File: src/rtl/rnb_pkg.sv
package rnb_pkg;
    localparam int RNB_DEPTH  = 8;
    localparam int RNB_NAREG  = 8;
    localparam int RNB_DWIDTH = 16;

    typedef enum logic [1:0] {
        OCC_EMPTY,
        OCC_PARTIAL,
        OCC_FULL
    } occ_e;
endpackage

File: src/rtl/rnb_lookup.sv
module rnb_lookup #(
    parameter int DEPTH = 8,
    parameter int AW    = 3,
    parameter int DW    = 16,
    localparam int TW   = $clog2(DEPTH)
) (
    input  logic          clk,
    input  logic          rst_n,
    input  logic          ent_valid  [DEPTH],
    input  logic          ent_latest [DEPTH],
    input  logic          ent_done   [DEPTH],
    input  logic [AW-1:0] ent_areg   [DEPTH],
    input  logic [DW-1:0] ent_data   [DEPTH],
    input  logic [AW-1:0] src,
    input  logic [DW-1:0] arch_val,
    output logic          rdy,
    output logic [DW-1:0] val,
    output logic [TW-1:0] tag
);
    logic [DEPTH-1:0] match;

    for (genvar g = 0; g < DEPTH; g++) begin : g_cam
        assign match[g] = ent_valid[g] && ent_latest[g] && (ent_areg[g] == src);
    end

    always_comb begin
        rdy = 1'b1;
        val = arch_val;
        tag = '0;
        for (int i = 0; i < DEPTH; i++) begin
            if (match[i]) begin
                tag = TW'(i);
                rdy = ent_done[i];
                val = ent_done[i] ? ent_data[i] : '0;
            end
        end
    end

    // at most one newest instance per register
    p_single_latest_r3: assert property (@(posedge clk) disable iff (!rst_n)
        $onehot0(match));
endmodule

File: src/rtl/rnb_ctrl.sv
module rnb_ctrl
    import rnb_pkg::*;
#(
    parameter int DEPTH = 8,
    localparam int TW   = $clog2(DEPTH),
    localparam int CW   = $clog2(DEPTH + 1)
) (
    input  logic          clk,
    input  logic          rst_n,
    input  logic          ren_valid,
    input  logic          ret_valid,
    input  logic          tail_done,
    output logic          can_alloc,
    output logic          alloc_fire,
    output logic          retire_fire,
    output logic [TW-1:0] head,
    output logic [TW-1:0] tail
);
    occ_e          state, state_nxt;
    logic [CW-1:0] count, count_nxt;

    always_comb begin
        can_alloc   = 1'b0;
        alloc_fire  = 1'b0;
        retire_fire = 1'b0;
        unique case (state)
            OCC_EMPTY: begin
                can_alloc  = 1'b1;
                alloc_fire = ren_valid;
            end
            OCC_PARTIAL: begin
                can_alloc   = 1'b1;
                alloc_fire  = ren_valid;
                retire_fire = ret_valid && tail_done;
            end
            OCC_FULL: begin
                retire_fire = ret_valid && tail_done;
            end
            default: ;
        endcase
        count_nxt = count + CW'(alloc_fire) - CW'(retire_fire);
        if (count_nxt == '0)
            state_nxt = OCC_EMPTY;
        else if (count_nxt == CW'(DEPTH))
            state_nxt = OCC_FULL;
        else
            state_nxt = OCC_PARTIAL;
    end

    always_ff @(posedge clk) begin
        if (!rst_n) begin
            state <= OCC_EMPTY;
            count <= '0;
            head  <= '0;
            tail  <= '0;
        end else begin
            state <= state_nxt;
            count <= count_nxt;
            if (alloc_fire)  head <= (head == TW'(DEPTH - 1)) ? '0 : head + 1'b1;
            if (retire_fire) tail <= (tail == TW'(DEPTH - 1)) ? '0 : tail + 1'b1;
        end
    end

    // nothing is allocated while every entry is live
    p_no_alloc_full_r2: assert property (@(posedge clk) disable iff (!rst_n)
        (state == OCC_FULL) |-> !alloc_fire);
    // head advances by one per accepted request
    p_head_step_r1: assert property (@(posedge clk) disable iff (!rst_n)
        alloc_fire |=> head == (($past(head) == TW'(DEPTH - 1)) ? '0 : $past(head) + 1'b1));
    // nothing retires from an empty buffer
    p_no_retire_empty_r6: assert property (@(posedge clk) disable iff (!rst_n)
        (state == OCC_EMPTY) |-> !retire_fire);
endmodule

File: src/rtl/rnb_top.sv
module rnb_top
    import rnb_pkg::*;
#(
    parameter int DEPTH = RNB_DEPTH,
    parameter int NAREG = RNB_NAREG,
    parameter int DW    = RNB_DWIDTH,
    localparam int TW   = $clog2(DEPTH),
    localparam int AW   = $clog2(NAREG)
) (
    input  logic          clk,
    input  logic          rst_n,
    input  logic          ren_valid,
    input  logic [AW-1:0] ren_dst,
    input  logic [AW-1:0] ren_src_a,
    input  logic [AW-1:0] ren_src_b,
    output logic          ren_ready,
    output logic [TW-1:0] ren_tag,
    output logic          src_a_rdy,
    output logic [DW-1:0] src_a_val,
    output logic [TW-1:0] src_a_tag,
    output logic          src_b_rdy,
    output logic [DW-1:0] src_b_val,
    output logic [TW-1:0] src_b_tag,
    input  logic          wb_valid,
    input  logic [TW-1:0] wb_tag,
    input  logic [DW-1:0] wb_data,
    input  logic          ret_valid,
    output logic          ret_ok
);
    logic          ent_valid  [DEPTH];
    logic          ent_latest [DEPTH];
    logic          ent_done   [DEPTH];
    logic [AW-1:0] ent_areg   [DEPTH];
    logic [DW-1:0] ent_data   [DEPTH];
    logic [DW-1:0] arch       [NAREG];

    logic          alloc_fire, retire_fire, can_alloc;
    logic [TW-1:0] head, tail;

    rnb_ctrl #(.DEPTH(DEPTH)) u_ctrl (
        .clk(clk), .rst_n(rst_n),
        .ren_valid(ren_valid), .ret_valid(ret_valid),
        .tail_done(ent_done[tail]),
        .can_alloc(can_alloc), .alloc_fire(alloc_fire), .retire_fire(retire_fire),
        .head(head), .tail(tail)
    );

    assign ren_ready = can_alloc;
    assign ren_tag   = head;
    assign ret_ok    = retire_fire;

    rnb_lookup #(.DEPTH(DEPTH), .AW(AW), .DW(DW)) u_look_a (
        .clk(clk), .rst_n(rst_n),
        .ent_valid(ent_valid), .ent_latest(ent_latest), .ent_done(ent_done),
        .ent_areg(ent_areg), .ent_data(ent_data),
        .src(ren_src_a), .arch_val(arch[ren_src_a]),
        .rdy(src_a_rdy), .val(src_a_val), .tag(src_a_tag)
    );

    rnb_lookup #(.DEPTH(DEPTH), .AW(AW), .DW(DW)) u_look_b (
        .clk(clk), .rst_n(rst_n),
        .ent_valid(ent_valid), .ent_latest(ent_latest), .ent_done(ent_done),
        .ent_areg(ent_areg), .ent_data(ent_data),
        .src(ren_src_b), .arch_val(arch[ren_src_b]),
        .rdy(src_b_rdy), .val(src_b_val), .tag(src_b_tag)
    );

    always_ff @(posedge clk) begin
        if (!rst_n) begin
            for (int i = 0; i < DEPTH; i++) begin
                ent_valid[i]  <= 1'b0;
                ent_latest[i] <= 1'b0;
                ent_done[i]   <= 1'b0;
                ent_areg[i]   <= '0;
                ent_data[i]   <= '0;
            end
            for (int r = 0; r < NAREG; r++) arch[r] <= '0;
        end else begin
            if (wb_valid && ent_valid[wb_tag]) begin
                ent_data[wb_tag] <= wb_data;
                ent_done[wb_tag] <= 1'b1;
            end
            if (retire_fire) begin
                arch[ent_areg[tail]] <= ent_data[tail];
                ent_valid[tail]      <= 1'b0;
                ent_latest[tail]     <= 1'b0;
            end
            if (alloc_fire) begin
                for (int i = 0; i < DEPTH; i++)
                    if (ent_valid[i] && ent_areg[i] == ren_dst) ent_latest[i] <= 1'b0;
                ent_valid[head]  <= 1'b1;
                ent_latest[head] <= 1'b1;
                ent_done[head]   <= 1'b0;
                ent_areg[head]   <= ren_dst;
            end
        end
    end

    // a newly allocated entry is live, newest and still pending
    p_fresh_entry_r1: assert property (@(posedge clk) disable iff (!rst_n)
        alloc_fire |=> ent_valid[$past(head)] && ent_latest[$past(head)] && !ent_done[$past(head)]);
    // retirement only of a finished tail entry
    p_retire_done_r6: assert property (@(posedge clk) disable iff (!rst_n)
        retire_fire |-> ent_valid[tail] && ent_done[tail]);
    // the retired value reaches the architectural file
    p_retire_copy_r6: assert property (@(posedge clk) disable iff (!rst_n)
        retire_fire |=> arch[$past(ent_areg[tail])] == $past(ent_data[tail]));
    // a pending answer always names a live entry
    p_pending_live_r4: assert property (@(posedge clk) disable iff (!rst_n)
        !src_a_rdy |-> ent_valid[src_a_tag] && !ent_done[src_a_tag]);
endmodule

File: config.mk
export PLATFORM = sky130hd
export DESIGN_NAME = rnb_top
export DESIGN_NICKNAME = d
export VERILOG_FILES = /design/src/rtl/rnb_pkg.sv /design/src/rtl/rnb_lookup.sv /design/src/rtl/rnb_ctrl.sv /design/src/rtl/rnb_top.sv
export SDC_FILE = /design/constraint.sdc
export NUM_CORES = 1
export LEC_CHECK = 0
export BUFFER_PORTS_ARGS = -buffer_cell sky130_fd_sc_hd__buf_2
export CAP_MARGIN = 0
export CELL_PAD_IN_SITES_DETAIL_PLACEMENT = 2
export CELL_PAD_IN_SITES_GLOBAL_PLACEMENT = 2
export CORE_AREA = 2 2 219 221
export CTS_CLUSTER_SIZE = 12
export DETAILED_ROUTE_END_ITERATION = 10
export DIE_AREA = 0 0 221 223
export GPL_TIMING_DRIVEN = 0
export PLACE_DENSITY = 0.82
export SLEW_MARGIN = 20
export SYNTH_ARGS = -nofsm -noshare
export SYNTH_HDL_FRONTEND = slang
export SYNTH_SLANG_ARGS = --single-unit
File: constraint.sdc
create_clock -name clk -period 4.2 [get_ports clk]
set_input_delay 0 -clock clk [delete_from_list [all_inputs] [get_ports clk]]
set_output_delay 0 -clock clk [all_outputs]
set_load 0.005 [all_outputs]
* Yosys cells after proc, flatten, opt, wreduce, memory -nomap -nowiden
Memories as Yosys holds them, arrays and structs flattened.
Cells that the tools add are included.
** Cells by class
- $add $sub $neg :: 4
- Multipliers :: 0
- Divide/modulo/power cells :: 0
- Order comparisons :: 6
- Eq/ne operators :: 29
- Shift-type cells :: 0
- Multiplexer cells :: 123
- Bitwise logic cells :: 12
- Reductions and logical operators :: 43
** Operator list (number)
- $mux W16 :: 28
- $bwmux W128 :: 1
- $eq A3 B3 Y1 :: 24
- $mux W8 :: 8
- $mux W1 :: 57
- $bmux W16 S3 :: 1
- $demux W16 S3 :: 1
- $mux W3 :: 14
- $logic_and A1 B1 Y1 :: 37
- $and A8 B8 Y8 :: 3
- $bwmux W24 :: 1
- $or A8 B8 Y8 :: 3
- $not A8 Y8 :: 2
- $reduce_or A16 Y1 :: 1
- $ge A4 B4 Y1 const B :: 3
- $lt A4 B1 Y1 const B :: 3
- $not A3 Y4 :: 3
- $mux W2 :: 5
- $bmux W3 S3 :: 1
- $demux W1 S3 :: 3
- $demux W3 S3 :: 1
- $add A3 B1 Y3 const B :: 2
- $bmux W1 S3 :: 2
- $eq A3 B3 Y1 const B :: 2
- other kinds (9) :: 11
** Word-level totals
- Bits in registers :: 188
- Bits in latches :: 0
- Bits in writable memories :: 128
- Bits in read-only memories :: 0
- Input bits :: 33
- Output and inout port bits :: 45
- Logic and storage cells :: 262
- Memories :: 1
** Memories
- arch :: words 8, width 16, read ports 2, clocked after Yosys merged registers in 0, write ports 8, line rnb_top.sv:35 : logic [DW-1:0] arch [NAREG];

* Longest topological paths before layout
- Depth after elaboration :: 13
- Mapped depth :: 13
- Depth with buffers taken out :: 12

* By module
A second synthesis with hierarchy kept.
** Unflattened totals
- Cells, all modules :: 1741
- Area total of the unflattened synthesis :: 18530.3 µm²
** Modules (own cells, without submodules)
- rnb_top :: instances 1, cells each 1238, area an instance 14740.4 µm², seq. area each 7367.1 µm²
- rnb_lookup :: instances 2, cells each 219, area an instance 1585.3 µm², seq. area each 0.0 µm²
- rnb_ctrl :: instances 1, cells each 65, area an instance 619.3 µm², seq. area each 240.2 µm²

* Worst setup path before layout
No wires, ideal clock.
- Kind :: flip-flop to flip-flop
- Start point :: reg u_ctrl.tail[2]
- End point :: reg u_ctrl.state[0]
- Setup time :: 115 ps
- Data arrival time :: 2830 ps
- Required time :: 4085 ps
- Path slack :: 1255 ps
- Stages on the path, launching flop included :: 14
- Path buffers :: 2
- Period minus slack after synthesis :: 2945 ps
- Cell sequence :: dfxtp_1 > buf_4 > nand2b_1 > mux4_2 > a21oi_4 > buf_6 > ha_1 > inv_1 > ha_1 > inv_1 > fa_1 > xor2_1 > nand3b_1 > and2_1
** Between the ends
- Word-level cells in the longest chain between the ends :: 9
- Elaborated cells on any way between the ends :: 11
- Classes of those cells :: add/sub: 1; eq/ne: 1; mux: 5; bitwise: 1; reduce/logical: 3
** RTL lines
- from (decl) :: line rnb_ctrl.sv:17 : output logic [TW-1:0] tail
- from (signal assigned) :: line rnb_ctrl.sv:60 : if (retire_fire) tail <= (tail == TW'(DEPTH - 1)) ? '0 : tail + 1'b1;
- $not A3 Y4 (not written as such) (*) :: line rnb_top.sv:43 : .tail_done(ent_done[tail]),
- $bmux W1 S3 (*) :: line rnb_top.sv:43
- $mux W1 (not written as such) (*) (2 in a row) :: line rnb_top.sv:43
- $logic_and A1 B1 Y1 (*) :: line rnb_ctrl.sv:34, rnb_ctrl.sv:37
- $mux W1 (*)
- net ret_ok :: line rnb_top.sv:28 : output logic ret_ok
- $sub A4 B1 Y4 (*) :: line rnb_ctrl.sv:41 : count_nxt = count + CW'(alloc_fire) - CW'(retire_fire);
- $eq A4 B4 Y1 or $logic_not A4 Y1 (tied branches) :: line rnb_ctrl.sv:44, rnb_ctrl.sv:42
- $mux W2 or $reduce_or A2 Y1 (tied branches)
- to (signal assigned) :: line rnb_ctrl.sv:57 : state <= state_nxt;
- to (decl) :: line rnb_ctrl.sv:19 : occ_e state, state_nxt;
The timed path passes the listed nets; every way through them passes the cells marked *. The select of a mux whose other input is x is not followed.
A chain may end at the register's enable or synchronous reset.

* Final worst setup path
- Start point :: reg ent_areg[13] (netlist name)
- End point :: out src_a_rdy
** Between the ends
- Word-level cells in the longest chain between the ends :: 7
** RTL lines
- from (decl) :: line rnb_top.sv:33 : logic [AW-1:0] ent_areg [DEPTH];
- from (signal, indexed assignment) :: line rnb_top.sv:94 : ent_areg[head] <= ren_dst;
- $eq A3 B3 Y1 :: line rnb_lookup.sv:23 : assign match[g] = ent_valid[g] && ent_latest[g] && (ent_areg[g] == src);
- $logic_and A1 B1 Y1 :: line rnb_lookup.sv:23
- $mux W1 (5 in a row) :: line rnb_lookup.sv:31 : if (match[i]) begin
- to (decl) :: line rnb_top.sv:18 : output logic src_a_rdy,
Every way passes these cells.

==> impl_metrics.py <==
metrics = {
    "logic_synthesis": {
        "synth_nets": 2005,
        "synth_cell_types": 74,
        "syn_area_per_cell_um2": 9.669,
        "synth_edf_count": 128,
        "synth-async-reset-ratio": 0,
        "yosysWarnings": 0,
        "synth_area_mm2": 0.01896,
        "ys_seq_area_frac": 0.4012,
        "syn_inst": 1961,
        "ys_seq_elements": 316,
        "synth-main-ff-cell": "dfxtp_1",
    },
    "route": {
        "avgRoutedWirePerCell_um": 38.11,
        "drt-total-wl_um": 104200,
        "postRouteAntennaNets": 0,
        "drc_errors": 0,
        "num_vias": 18730,
        "viasPerCell": 6.847,
        "dr.pass1.iters": 7,
        "first_iter_violations": 2802,
    },
    "die": {
        "initial_utilization": 0.4022,
        "fp.dieH_um": 223,
        "core_mm2": 0.04715,
        "rows": 80,
        "ioPinCount": 78,
        "dieArea_mm2": 0.04928,
        "die_w_um": 221,
    },
    "grt": {
        "grt_use_met2": 0.6606,
        "grt_use_total": 0.4150,
        "grt_pass1_wl_um": 146400,
        "grt_start_max_net_pins": 17,
        "grt_util_met1": 0.5207,
        "antenna_found_initial": 1,
        "met3_usage": 0.09733,
        "overflow": 0,
        "grt_pass1_vias": 19560,
        "busiest_layer": "met2",
    },
    "setup_path": {
        "setup.worst_path.start_class": "register",
        "crit_type": "register to output pin",
        "reg2reg_to": "arch[1][13]$_SDFFCE_PN0P_",
        "reg2reg_depth": 8,
        "worstPathRequired_ps": 4200,
        "crit_arrival_ps": 4280,
        "critical_path.endpoint_type": "output pin",
        "cp_max_fo": 10,
        "r2r_setup_slack_ps": 50,
        "timing.rr.start": "u_ctrl.tail[0]$_SDFFE_PN0N_",
    },
    "power": {
        "power_frac_clock": 0.444,
        "p_per_area_mw_per_mm2": 367.0,
        "pwr-share-comb": 0.131,
        "fin_total_pwr_mw": 7.931,
        "power.internal_mw": 5.684,
        "switching_share": 0.2833,
        "seqPwrFrac": 0.425,
        "p_leak_nw": 8.286,
        "power.switching_mw": 2.247,
        "peakVddDrop_mv": 0.3535,
    },
    "clock_tree": {
        "htreeDepth": 2,
        "tritoncts": "built",
        "clk_pin_slew_worst_paths_ps": 60,
        "cts.sinks": 316,
        "root_buffer": "clkbuf_16",
        "cts_buffers": 39,
        "cts_buffer_depth": 3,
        "cts_setup_buffers": 0,
        "clk_latency_ps": 580,
    },
    "timing": {
        "final-max-slew-violation-count": 0,
        "slew_headroom": 0.1419,
        "fin_ws_ps": -79.29,
        "max_freq_mhz": 233.7,
        "setup_violations": 5,
        "hold_slack_ps": 88.23,
        "worst_slew_pin_slew_ps": 1282,
        "hold_violations": 0,
        "fin_skew_ps": 26.01,
        "rsz0062_at_grt": "false",
        "period_needed_ps": 4279,
        "timing.final.crit_share": 1.019,
        "fin_tns_setup_ps": -188.8,
    },
    "outcome": {
        "violations": "negative setup slack",
        "status": "finished with violations",
    },
    "cells_and_area": {
        "drive_gt1_frac": 0.1662,
        "fin_nets": 2133,
        "nFillCells": 4957,
        "fin_util": 0.4584,
        "syn_to_final_growth_pct": 13.98,
    },
    "placement": {
        "numPortBuffers": 66,
        "place.gp.congestion": 1.019,
        "hpwl_um": 76400,
    },
    "min_path": {
        "min_path_cells": 4,
        "min_to": "ent_valid[4]$_SDFF_PN0_",
        "min_path_type": "input port to register",
        "holdCritStartpoint": "ret_valid",
    },
    "flow_run": {
        "maxCapViolCount": 0,
    },
}
-- routing by layer --
layer,share of wire,wire length [um]
met1,0.38,40100
met2,0.45,47210
met3,0.096,10020
met4,0.066,6887
met5,0.00017,18
-- kinds of logic (layout without fill, tap and decap cells) --
kind of cell | count (synthesis) | after routing | synth area share
buffers and inverters | 186 | 343 | 0.04573
AO/OA/AOI/OAI | 394 | 394 | 0.1362
flip-flops | 316 | 316 | 0.4012
XOR/XNOR | 75 | 75 | 0.03464
AND/OR/NAND/NOR | 704 | 704 | 0.1703
multiplexers | 275 | 275 | 0.2042
other | 0 | 2 | 0
adder cells (fa/ha/maj) | 11 | 11 | 0.007655
-- through the flow --
stage	cell area [um2]	cells	worst slack [ps]
detailed placement	20140	2647	-91.07
CTS	21590	2733	28.78
finish	21610	2735	-79.29
global route	21610	2733	12.88
global placement	20060	2642	-21.55
floorplan	18960	1961	1255
-- final cells by class --
| class | count | area [um2] | area share |
|---|---|---|---|
| multi-input combinational | 1459 | 10550 | 0.4882 |
| timing repair buffer | 87 | 520.5 | 0.02408 |
| clock inverter | 16 | 183.9 | 0.008510 |
| antenna | 2 | 5.005 | 0.0002316 |
| clock buffer | 54 | 1105 | 0.05112 |
| tap | 615 | 769.5 | 0.03560 |
| buffer | 163 | 783.3 | 0.03624 |
| sequential | 316 | 7607 | 0.3520 |
| inverter | 23 | 86.33 | 0.003995 |
-- critical path, cell delays in order (launching register included) --
cell and delay [ps]:
dfxtp_1 510, xor2_1 170, nor4_4 1030, clkbuf_1 730, buf_2 430, nand3_1 270
o2111ai_1 200, o221ai_1 170, buf_2 180
-- registers in the layout, indices dropped and copies added (netlist names), 3 cells and up --
signal / count
u_ctrl.count: 4
ent_latest: 8
ent_valid: 8
ent_areg: 24
u_ctrl.head: 3
ent_done: 8
u_ctrl.tail: 3
arch: 128
ent_data: 128
-- worst max path at each step --
stage / from / to / slack (ps) / cells after the start
finish: ent_areg[13]$_SDFFE_PN0P_ / src_a_rdy / -80 / 8
global route: u_ctrl.tail[1]$_SDFFE_PN0N_ / arch[6][1]$_SDFFCE_PN0P_ / 10 / 6
CTS: u_ctrl.tail[1]$_SDFFE_PN0N_ / arch[5][1]$_SDFFCE_PN0P_ / 30 / 7
detailed placement: u_ctrl.tail[0]$_SDFFE_PN0N_ / arch[1][3]$_SDFFCE_PN0P_ / -90 / 8
global placement: u_ctrl.tail[0]$_SDFFE_PN0N_ / arch[4][2]$_SDFFCE_PN0P_ / -20 / 6
floorplan: u_ctrl.tail[2]$_SDFFE_PN0N_ / u_ctrl.state[0]$_SDFF_PP0_ / 1260 / 13
-- layout by cell type, fill, tap and decap left out, types with 51 or more instances in the layout --
cell type  count
buf_2        121
edfxtp_1     128
mux4_2        88
a21oi_1      152
nand2_1      243
clkbuf_1      91
dfxtp_1      188
nand3_1       60
nor2_1       254
o21ai_0       51
mux2i_1      168
-- power by group through the flow --
stage	clock [mW]	combinational [mW]	sequential (mW)
floorplan	0	0.603	3.39
global placement	0	0.932	3.42
detailed placement	0	0.983	3.43
CTS	3.52	1.01	3.37
global route	3.63	1.09	3.38
finish	3.52	1.04	3.37
-- cell usage after synthesis, types with 11 or more instances --
cell type    n  area [um2]
nor2_1     254       953.4
nand2_1    247       927.1
dfxtp_1    188        3764
mux2i_1    172        1722
a21oi_1    152       760.7
edfxtp_1   128        3844
mux4_2      88        1982
clkbuf_1    84       315.3
nand3_1     60       300.3
buf_2       51       255.2
o21ai_0     51       255.2
xnor2_1     40       350.3
xor2_1      35       306.5
a221oi_1    34       297.8
a211oi_1    24       180.2
nor3_1      24       120.1
inv_1       21       78.83
a221o_1     17       170.2
a31oi_1     16       100.1
mux2_2      15       168.9
nor2b_1     15       93.84
a21o_1      14       105.1
a22oi_1     13       97.59
and2_1      13       81.33
nand2b_1    11       68.82
nor4_1      11       68.82
-- timing repair --
item,CTS,global route
setup endpoints to repair,16,48
cloned,0,0
endpoints found under the hold margin,120,0
resized for setup,1,3
hold buffers,16,0
Power figures use the tool's default switching activity.
